==> src/rtl/kbc_pkg.sv <==
package kbc_pkg;
  localparam int DATA_W = 8;

  typedef enum logic [1:0] {SRC_MAIN, SRC_AUX, SRC_CTRL} src_e;
  typedef enum logic [1:0] {PEND_NONE, PEND_CFG, PEND_AUX} pend_e;

  localparam logic [DATA_W-1:0] CMD_RD_CFG   = 8'h20;
  localparam logic [DATA_W-1:0] CMD_WR_CFG   = 8'h60;
  localparam logic [DATA_W-1:0] CMD_AUX_NEXT = 8'hD4;
  localparam logic [DATA_W-1:0] CFG_RESET    = 8'h74;
  localparam logic [DATA_W-1:0] CFG_KEEP     = 8'h77;

  localparam int CFG_IE_MAIN  = 0;
  localparam int CFG_IE_AUX   = 1;
  localparam int CFG_DIS_MAIN = 4;
  localparam int CFG_DIS_AUX  = 5;

  localparam int ST_OUT_FULL = 0;
  localparam int ST_IN_FULL  = 1;
  localparam int ST_FROM_AUX = 5;

  // Reserved configuration bits always read as zero.
  function automatic logic [DATA_W-1:0] cfg_clean(input logic [DATA_W-1:0] b);
    return b & CFG_KEEP;
  endfunction

  function automatic logic [DATA_W-1:0] status_word(input logic out_full,
                                                    input logic in_full,
                                                    input logic from_aux);
    logic [DATA_W-1:0] s;
    s = '0;
    s[ST_OUT_FULL] = out_full;
    s[ST_IN_FULL]  = in_full;
    s[ST_FROM_AUX] = from_aux;
    return s;
  endfunction
endpackage

==> src/rtl/kbc_cmd_path.sv <==
module kbc_cmd_path
  import kbc_pkg::*;
(
  input  logic              clk,
  input  logic              rst_n,
  input  logic              host_wr,
  input  logic              host_addr,
  input  logic [DATA_W-1:0] host_wdata,
  input  logic              main_tx_ready,
  input  logic              aux_tx_ready,
  input  logic              reply_ack,
  output logic              main_tx_valid,
  output logic              aux_tx_valid,
  output logic [DATA_W-1:0] tx_data,
  output logic              reply_req,
  output logic [DATA_W-1:0] cfg,
  output logic              in_full
);
  logic [DATA_W-1:0] in_byte;
  logic              in_is_cmd;
  pend_e             pend;

  logic cmd_now, data_now, cfg_load, in_accept, host_take;

  assign cmd_now   = in_full && in_is_cmd;
  assign data_now  = in_full && !in_is_cmd;
  assign reply_req = cmd_now && (in_byte == CMD_RD_CFG);
  assign cfg_load  = data_now && (pend == PEND_CFG);

  assign main_tx_valid = data_now && (pend == PEND_NONE);
  assign aux_tx_valid  = data_now && (pend == PEND_AUX);
  assign tx_data       = in_byte;

  assign in_accept = (cmd_now && (!reply_req || reply_ack)) || cfg_load ||
                     (main_tx_valid && main_tx_ready) ||
                     (aux_tx_valid && aux_tx_ready);
  assign host_take = host_wr && !in_full;

  always_ff @(posedge clk) begin
    if (!rst_n) begin
      in_full   <= 1'b0;
      in_byte   <= '0;
      in_is_cmd <= 1'b0;
      pend      <= PEND_NONE;
      cfg       <= CFG_RESET;
    end else begin
      if (host_take) begin
        in_full   <= 1'b1;
        in_byte   <= host_wdata;
        in_is_cmd <= host_addr;
      end else if (in_accept) begin
        in_full <= 1'b0;
      end
      if (in_accept) begin
        if (cmd_now) begin
          case (in_byte)
            CMD_WR_CFG:   pend <= PEND_CFG;
            CMD_AUX_NEXT: pend <= PEND_AUX;
            CMD_RD_CFG:   pend <= pend;
            default:      pend <= PEND_NONE;
          endcase
        end else begin
          pend <= PEND_NONE;
        end
      end
      if (cfg_load) cfg <= cfg_clean(in_byte);
    end
  end

  // an unaccepted byte stays put
  a_r6_hold_input: assert property (@(posedge clk) disable iff (!rst_n)
    (in_full && !in_accept) |=> (in_full && $stable(in_byte)));
  // a data byte is offered to one channel at most
  a_r5_one_route: assert property (@(posedge clk) disable iff (!rst_n)
    !(main_tx_valid && aux_tx_valid));
  // reserved configuration bits stay clear after a load
  a_r3_cfg_reserved: assert property (@(posedge clk) disable iff (!rst_n)
    cfg_load |=> (cfg[3] == 1'b0 && cfg[7] == 1'b0));
endmodule

==> src/rtl/kbc_out_buf.sv <==
module kbc_out_buf
  import kbc_pkg::*;
(
  input  logic              clk,
  input  logic              rst_n,
  input  logic              rd_data,
  input  logic              reply_req,
  input  logic [DATA_W-1:0] cfg,
  input  logic [DATA_W-1:0] main_rx_data,
  input  logic              main_rx_valid,
  input  logic [DATA_W-1:0] aux_rx_data,
  input  logic              aux_rx_valid,
  output logic              main_rx_ready,
  output logic              aux_rx_ready,
  output logic              reply_ack,
  output logic              ob_full,
  output logic [DATA_W-1:0] ob_data,
  output src_e              ob_src
);
  logic open, dis_main, dis_aux, main_take, aux_take, main_claims;

  assign open        = !ob_full;
  assign dis_main    = cfg[CFG_DIS_MAIN];
  assign dis_aux     = cfg[CFG_DIS_AUX];
  assign reply_ack   = open && reply_req;
  assign main_claims = main_rx_valid && !dis_main;

  assign main_rx_ready = open && !dis_main && !reply_req;
  assign aux_rx_ready  = open && !dis_aux && !reply_req && !main_claims;
  assign main_take     = main_rx_valid && main_rx_ready;
  assign aux_take      = aux_rx_valid && aux_rx_ready;

  always_ff @(posedge clk) begin
    if (!rst_n) begin
      ob_full <= 1'b0;
      ob_data <= '0;
      ob_src  <= SRC_CTRL;
    end else if (ob_full) begin
      if (rd_data) ob_full <= 1'b0;
    end else if (reply_ack) begin
      ob_full <= 1'b1;
      ob_data <= cfg;
      ob_src  <= SRC_CTRL;
    end else if (main_take) begin
      ob_full <= 1'b1;
      ob_data <= main_rx_data;
      ob_src  <= SRC_MAIN;
    end else if (aux_take) begin
      ob_full <= 1'b1;
      ob_data <= aux_rx_data;
      ob_src  <= SRC_AUX;
    end
  end

  // reading the data register empties the buffer
  a_r9_read_clears: assert property (@(posedge clk) disable iff (!rst_n)
    (rd_data && ob_full) |=> !ob_full);
  // never two receive handshakes in one cycle
  a_r8_single_take: assert property (@(posedge clk) disable iff (!rst_n)
    !(main_take && aux_take));
  // a newly loaded main byte was never taken from a disabled channel
  a_r7_no_disabled_load: assert property (@(posedge clk) disable iff (!rst_n)
    (main_take) |=> (ob_full && ob_src == SRC_MAIN && !$past(dis_main)));
endmodule

==> src/rtl/kbc_irq.sv <==
module kbc_irq
  import kbc_pkg::*;
#(
  parameter int N_CH = 2
) (
  input  logic            clk,
  input  logic            rst_n,
  input  logic            ob_full,
  input  src_e            ob_src,
  input  logic            rd_data,
  input  logic [N_CH-1:0] ie,
  output logic [N_CH-1:0] irq
);
  genvar g;
  generate
    for (g = 0; g < N_CH; g++) begin : g_ch
      localparam src_e CH_SRC = (g == 0) ? SRC_MAIN : SRC_AUX;
      assign irq[g] = ob_full && (ob_src == CH_SRC) && ie[g];
    end
  endgenerate

  // a data read drops every interrupt on the next cycle
  a_r10_irq_drops: assert property (@(posedge clk) disable iff (!rst_n)
    (rd_data && ob_full) |=> (irq == '0));
endmodule

==> src/rtl/kbc_host_if.sv <==
module kbc_host_if
  import kbc_pkg::*;
(
  input  logic       clk,
  input  logic       rst_n,
  input  logic       host_wr,
  input  logic       host_rd,
  input  logic       host_addr,
  input  logic [7:0] host_wdata,
  output logic [7:0] host_rdata,
  output logic       irq_main,
  output logic       irq_aux,
  output logic [7:0] main_tx_data,
  output logic       main_tx_valid,
  input  logic       main_tx_ready,
  output logic [7:0] aux_tx_data,
  output logic       aux_tx_valid,
  input  logic       aux_tx_ready,
  input  logic [7:0] main_rx_data,
  input  logic       main_rx_valid,
  output logic       main_rx_ready,
  input  logic [7:0] aux_rx_data,
  input  logic       aux_rx_valid,
  output logic       aux_rx_ready
);
  logic [DATA_W-1:0] cfg, tx_data, ob_data;
  logic              in_full, reply_req, reply_ack, ob_full, rd_data;
  src_e              ob_src;
  logic [1:0]        irq_vec;

  assign rd_data = host_rd && !host_addr;

  kbc_cmd_path u_cmd (
    .clk(clk), .rst_n(rst_n), .host_wr(host_wr), .host_addr(host_addr),
    .host_wdata(host_wdata), .main_tx_ready(main_tx_ready),
    .aux_tx_ready(aux_tx_ready), .reply_ack(reply_ack),
    .main_tx_valid(main_tx_valid), .aux_tx_valid(aux_tx_valid),
    .tx_data(tx_data), .reply_req(reply_req), .cfg(cfg), .in_full(in_full)
  );

  kbc_out_buf u_obuf (
    .clk(clk), .rst_n(rst_n), .rd_data(rd_data), .reply_req(reply_req),
    .cfg(cfg), .main_rx_data(main_rx_data), .main_rx_valid(main_rx_valid),
    .aux_rx_data(aux_rx_data), .aux_rx_valid(aux_rx_valid),
    .main_rx_ready(main_rx_ready), .aux_rx_ready(aux_rx_ready),
    .reply_ack(reply_ack), .ob_full(ob_full), .ob_data(ob_data),
    .ob_src(ob_src)
  );

  kbc_irq #(.N_CH(2)) u_irq (
    .clk(clk), .rst_n(rst_n), .ob_full(ob_full), .ob_src(ob_src),
    .rd_data(rd_data), .ie({cfg[CFG_IE_AUX], cfg[CFG_IE_MAIN]}),
    .irq(irq_vec)
  );

  assign irq_main     = irq_vec[0];
  assign irq_aux      = irq_vec[1];
  assign main_tx_data = tx_data;
  assign aux_tx_data  = tx_data;
  assign host_rdata   = host_addr
                        ? status_word(ob_full, in_full, ob_full && ob_src == SRC_AUX)
                        : ob_data;

  // the controller's own reply never raises an interrupt
  a_r4_reply_quiet: assert property (@(posedge clk) disable iff (!rst_n)
    reply_ack |=> (!irq_main && !irq_aux));
endmodule

==> config.mk <==
export PLATFORM = sky130hd
export DESIGN_NAME = kbc_host_if
export DESIGN_NICKNAME = d
export VERILOG_FILES = /design/src/rtl/kbc_pkg.sv /design/src/rtl/kbc_cmd_path.sv /design/src/rtl/kbc_out_buf.sv /design/src/rtl/kbc_irq.sv /design/src/rtl/kbc_host_if.sv
export SDC_FILE = /design/constraint.sdc
export NUM_CORES = 1
export LEC_CHECK = 0
export BUFFER_PORTS_ARGS = -buffer_cell sky130_fd_sc_hd__clkbuf_2
export CAP_MARGIN = 30
export CORE_MARGIN = 3
export CORE_UTILIZATION = 29
export CTS_CLUSTER_SIZE = 16
export DETAILED_ROUTE_END_ITERATION = 12
export SYNTH_ARGS = -nofsm -noshare
export SYNTH_HDL_FRONTEND = slang
export SYNTH_SLANG_ARGS = --single-unit
==> constraint.sdc <==
create_clock -name clk -period 6.15 [get_ports clk]
set_clock_uncertainty 0.2 [all_clocks]
set_input_delay 0.615 -clock clk [delete_from_list [all_inputs] [get_ports clk]]
set_output_delay 0.615 -clock clk [all_outputs]
set_load 0.02 [all_outputs]
==> results of run 1 <==
Yosys cell counts, drive strengths merged (2+ instances only):
master  instances  share of area
dfxtp          29           0.36
nand2          25          0.059
clkbuf         12          0.028
a21boi         11          0.052
nand2b         11          0.043
nor2b          11          0.043
buf            10          0.045
mux2i           7          0.044
nor2            6          0.014
o31ai           6          0.028
a31oi           5          0.020
a21oi           4          0.012
inv             4         0.0094
nand3           4          0.012
nor4b           4          0.031
o211ai          4          0.019
o21ai           3         0.0094
o221a           3          0.021
and3            2         0.0078
mux2            2          0.014
nor3            2         0.0062
nor4            2          0.012
nor4bb          2          0.012
o32ai           2          0.011
power groups by stage:
| stage | logic, mW | registers, mW | clock network [mW] |
|---|---|---|---|
| 4_1_cts | 0.0506 | 0.199 | 0.179 |
| 5_1_grt | 0.0550 | 0.200 | 0.189 |
| 6_report | 0.0497 | 0.199 | 0.173 |
| 3_5_place_dp | 0.0505 | 0.204 | 0 |
| 2_1_floorplan | 0.0304 | 0.205 | 0 |
| 3_3_place_gp | 0.0509 | 0.203 | 0 |
cell families (layout without fill, tap and decap cells):
family	count (synthesis)	in the layout	share of synthesized area
AND/OR/NAND/NOR	77	77	0.2849
AO/OA/AOI/OAI	46	46	0.2123
flip-flops	29	29	0.3622
buffers and inverters	26	76	0.08274
multiplexers	9	9	0.05777
layer usage:
metal  vias up  wire length [um]  track usage
met5         -                 0            0
met4         0                57      0.05574
met3         6               305      0.03363
met2        46              2000       0.2111
met1       662              1975       0.1890
li1        761                 -            -
area by class of cell:
| type | count | area (um^2) | area share |
|---|---|---|---|
| multi-input combinational | 132 | 889.6 | 0.4449 |
| clock buffer | 7 | 96.34 | 0.04819 |
| tap | 70 | 87.58 | 0.04380 |
| timing repair buffer | 64 | 325.3 | 0.1627 |
| inverter | 4 | 15.01 | 0.007509 |
| clock inverter | 1 | 5.005 | 0.002503 |
| sequential | 29 | 580.6 | 0.2904 |
sequential cells by signal (all words and copies together) (netlist names):
register / flops
u_cmd.in_full: 1
u_cmd.tx_data: 8
u_obuf.ob_src: 2
u_cmd.in_is_cmd: 1
u_cmd.cfg: 6
u_obuf.ob_full: 1
u_cmd.pend: 2
u_obuf.ob_data: 8
worst max path at each step:
| stage | startpoint | to | slack [ns] | depth (start not counted) |
|---|---|---|---|---|
| final | u_cmd.tx_data[4]$_SDFFE_PN0P_ | aux_rx_ready | 3.17 | 4 |
| after global routing | u_cmd.tx_data[4]$_SDFFE_PN0P_ | aux_rx_ready | 3.02 | 4 |
| after CTS | u_cmd.tx_data[4]$_SDFFE_PN0P_ | aux_rx_ready | 3.14 | 4 |
| after detailed placement | u_cmd.tx_data[4]$_SDFFE_PN0P_ | aux_rx_ready | 3.45 | 4 |
| after global placement | u_cmd.tx_data[4]$_SDFFE_PN0P_ | main_rx_ready | 3.52 | 4 |
| after floorplan | u_cmd.tx_data[5]$_SDFFE_PN0P_ | aux_rx_ready | 3.68 | 3 |
cell usage in the layout, fill, tap and decap left out, drive strengths merged, types with 5 or more instances in the layout:
| master | instances |
|---|---|
| nand2 | 25 |
| clkbuf | 69 |
| nand2b | 11 |
| nor2b | 11 |
| a21boi | 11 |
| mux2i | 7 |
| a31oi | 5 |
| dfxtp | 29 |
| o31ai | 6 |
| nor2 | 6 |
worst max-delay path, stage by stage (launching register included):
cell	delay, ns
dfxtp_1	0.36
or4b_4	0.60
nor4_2	0.66
nor4_1	0.09
clkbuf_2	0.19
==> results_dict.tcl, run 1 <==
set metrics [dict create \
    fmax_mhz 335.7 \
    cp_max_fo 8 \
    power.internal_mw 0.3151 \
    firstDrtPassIters 4 \
    grt_max_degree 30 \
    dieArea_um2 6455 \
    rr_endpoint "u_obuf.ob_data[3]$_SDFFE_PN0P_" \
    synth.distinct_cells 44 \
    sw_frac_of_total 0.2537 \
    ys_ff_latch 29 \
    peakVddDrop_v 0.0001169 \
    coreArea_um2 5238 \
    clk-insertion-delay-late_ns 0.28 \
    placed_area_um2 1898 \
    cp.required_ns 5.33 \
    synth_ff_type "dfxtp_1" \
    synthArstFlopShare 0 \
    clk_pin_slew_ns 0.07 \
    rr_worst_depth 4 \
    rsz0062_at_grt "no" \
    finalInstanceArea_um2 1999 \
    num_antenna_cells 0 \
    cts_tree "yes" \
    crit_path_start_kind "register" \
    synth_edf_count 0 \
    netlist_area_um2 1603 \
    tns_ns 0 \
    critPathCaptureType "primary output" \
    final_util 0.3817 \
    drtIter0Drc 105 \
    worstReg2RegStart "u_cmd.tx_data[4]$_SDFFE_PN0P_" \
    seqPwrFrac 0.472 \
    hpwlAfterDp_um 3180 \
    fin_nets 269 \
    post-route-period-util 0.4843 \
    nFillCells 561 \
    hold_viol 0 \
    power_mw 0.4222 \
    synth.avg_cell_area_um2 8.571 \
    drc 0 \
    min_to "u_cmd.cfg[6]$_SDFFE_PN1P_" \
    grt_pass1_vias 1416 \
    grt_pass1_wl_um 6913 \
    vias 1475 \
    leakage_nw 0.8687 \
    grt_usage 0.1396 \
    die_x_um 80.34 \
    detail_route.wl_per_cell_um 14.13 \
    period_needed_ns 2.979 \
    netlist_instances 187 \
    min_path_cells 2 \
    die-height_um 80.34 \
    start_util 0.3060 \
    avgViaCountPerCell 4.805 \
    setup_ws_ns 3.171 \
    cts_buffers 5 \
    max-cap-violations 0 \
    antenna_found_initial 0 \
    postCtsSetupRepairBufs 0 \
    ctsResizeCount 0 \
    num_rows 26 \
    syn_nets 220 \
    p_sw_mw 0.1071 \
    powerDensity_nw_per_um2 211.2 \
    cts_buffer_depth 2 \
    hold_class "reg2reg" \
    path_class "reg2out" \
    final-max-slew-violation-count 0 \
    ant_nets 0 \
    htreeDepth 2 \
    layout-drive-gt1-share 0.3376 \
    clock_power_share 0.410 \
    combPwrFrac 0.118 \
    dp.cells 299 \
    holdWs_ns 0.2896 \
    cts.sinks 29 \
    ys_seq_area_frac 0.3622 \
    port_buffers 62 \
    root_buffer "clkbuf_8" \
    hold_buffers 0 \
    place_congestion 0.7816 \
    slew_headroom 0.4306 \
    hold_start "u_cmd.cfg[6]$_SDFFE_PN1P_" \
    ys_warn_count 0 \
    worst_pin_slew_ns 0.8470 \
    cp.arrival_ns 2.16 \
    instances_no_fill 307 \
    grt-ovfl-total 0 \
    run_status "completed" \
    pin_count 63 \
    syn_to_final_growth_pct 24.75 \
    reg2reg_slack_ns 3.80 \
    finalSetupViolations 0 \
    dp_slack_ns 3.445 \
    wirelength_um 4339 \
]
Power figures use the tool's default switching activity.
==> run 2, diff against run 1 <==
Settings changed: ABC_AREA set to 1.
Clock period 6.15 ns to 2.7 ns, I/O delays scaled along.
==> results_dict.tcl, run 2 <==
set metrics [dict create \
    run_status "completed" \
    ys_ff_latch 29 \
    grt_max_degree 30 \
    hold_viol 0 \
    ys_seq_area_frac 0.3486 \
    drtIter0Drc 98 \
    htreeDepth 2 \
    place_congestion 0.7884 \
    synth_ff_type "dfxtp_1" \
    layout-drive-gt1-share 0.2838 \
    cts_buffer_depth 2 \
    final_util 0.3825 \
    yosysMostFrequentCell "nand2_1" \
    coreArea_um2 5335 \
    tns_ns 0 \
    leakage_nw 1.070 \
    root_buffer "clkbuf_8" \
    cp.required_ns 2.23 \
    dp_slack_ns 0.8880 \
    antenna_found_initial 0 \
    crit_path_start_kind "register" \
    cp_max_fo 19 \
    grt-ovfl-total 0 \
    firstDrtPassIters 4 \
    cp.arrival_ns 1.66 \
    rsz0062_at_grt "no" \
    finalInstanceArea_um2 2041 \
    nFillCells 599 \
    fmax_mhz 469.6 \
    min_to "u_cmd.tx_data[3]$_SDFFE_PN0P_" \
    netlist.area_leader.share 0.3486 \
    synth_commonest_cells "nand2_1 (44), inv_1 (36), dfxtp_1 (29)" \
    detail_route.wl_per_cell_um 11.27 \
    clk_pin_slew_ns 0.06 \
    hold_buffers 0 \
    synth_edf_count 0 \
    grt_pass1_wl_um 6858 \
    num_antenna_cells 0 \
    die_x_um 81.78 \
    holdWs_ns 0.04426 \
    period_needed_ns 2.129 \
    clk-insertion-delay-late_ns 0.27 \
    peakVddDrop_v 0.0002555 \
    ant_nets 0 \
    netlist_instances 252 \
    cts.sinks 29 \
    postCtsSetupRepairBufs 0 \
    path_class "reg2out" \
    placed_area_um2 1954 \
    post-route-period-util 0.7886 \
    netlist_area_um2 1665 \
    drc 0 \
    ctsResizeCount 0 \
    hold_start "host_wdata[3]" \
    critPathCaptureType "primary output" \
    worstReg2RegStart "u_cmd.tx_data[0]$_SDFFE_PN0P_" \
    instances_no_fill 373 \
    avgViaCountPerCell 4.571 \
    rr_worst_depth 10 \
    layout_commonest_cell "clkbuf_2" \
    start_util 0.3121 \
    die-height_um 81.78 \
    synthTopCellsByArea "dfxtp_1 (35%), nand2_1 (9.9%), inv_1 (8.1%), nand3_1 (8.1%), nor2_1 (5.9%)" \
    ys_warn_count 0 \
    slew_headroom 0.6404 \
    worst_pin_slew_ns 0.5394 \
    synth.distinct_cells 27 \
    dieArea_um2 6688 \
    layout_common_cells "clkbuf_2 (62), nand2_1 (44), inv_1 (36)" \
    num_rows 26 \
    dp.cells 366 \
    finalSetupViolations 0 \
    hold_class "in2reg" \
    syn_to_final_growth_pct 22.54 \
    synthArstFlopShare 0 \
    final-max-slew-violation-count 0 \
    setup_ws_ns 0.5707 \
    synth_largest_area_cell "dfxtp_1" \
    cts_tree "yes" \
    port_buffers 62 \
    reg2reg_slack_ns 0.99 \
    grt_usage 0.1335 \
    hpwlAfterDp_um 3293 \
    syn_nets 285 \
    min_path_cells 3 \
    fin_nets 336 \
    wirelength_um 4202 \
    cts_buffers 5 \
    vias 1705 \
    max-cap-violations 0 \
    pin_count 63 \
    power_mw 1.042 \
    rr_endpoint "u_obuf.ob_data[4]$_SDFFE_PN0P_" \
    grt_pass1_vias 1513 \
    powerDensity_nw_per_um2 510.6 \
    synth.avg_cell_area_um2 6.609 \
]
-- run 2: how the worst max path moves through the flow --
stage                             startpoint            to  slack (ns)
2_1_floorplan  u_cmd.tx_data[3]$_SDFFE_PN0P_  aux_rx_ready        0.70
3_3_place_gp   u_cmd.tx_data[3]$_SDFFE_PN0P_  aux_rx_ready        0.97
3_5_place_dp   u_cmd.tx_data[3]$_SDFFE_PN0P_  aux_rx_ready        0.89
4_1_cts        u_cmd.tx_data[3]$_SDFFE_PN0P_  aux_rx_ready        0.57
5_1_grt        u_cmd.tx_data[0]$_SDFFE_PN0P_  aux_rx_ready        0.37
6_report       u_cmd.tx_data[3]$_SDFFE_PN0P_  aux_rx_ready        0.57
-- run 2: cell type report --
| cell class | count | area [um^2] | area share |
|---|---|---|---|
| multi-input cells | 165 | 825.8 | 0.4047 |
| flip-flops and latches | 29 | 580.6 | 0.2845 |
| repair buffers | 62 | 310.3 | 0.1521 |
| inverters | 40 | 150.1 | 0.07357 |
| well taps | 70 | 87.58 | 0.04292 |
| clock buffers | 7 | 86.33 | 0.04231 |
-- run 2: layer usage --
layer	global-route usage	vias to the layer above	wire [um]
met5	0	-	0
met4	0.03987	0	22
met3	0.05482	2	341
met2	0.1971	60	1759
met1	0.1772	734	2079
li1	-	909	-
-- run 2: report_power, final --
part | switching (mW) | internal, mW
Combinational | 0.135 | 0.0740
Sequential | 0.0254 | 0.455
Clock | 0.151 | 0.202
-- run 2: worst max-delay path, stage by stage, from the launching register on --
cell and delay (ns):
dfxtp_1 0.39, nor2_1 0.08, nand2_2 0.11, nor2_4 0.04, nand2_4 0.19, inv_2 0.09
nor4_1 0.25, clkbuf_2 0.23
-- run 2: cell families (layout without fill, tap and decap cells) --
| kind of cell | after synthesis | in the layout | share of synthesized area |
|---|---|---|---|
| compound gates | 39 | 39 | 0.1285 |
| buf+inv | 58 | 109 | 0.1555 |
| flops | 29 | 29 | 0.3486 |
| simple gates | 126 | 126 | 0.3674 |
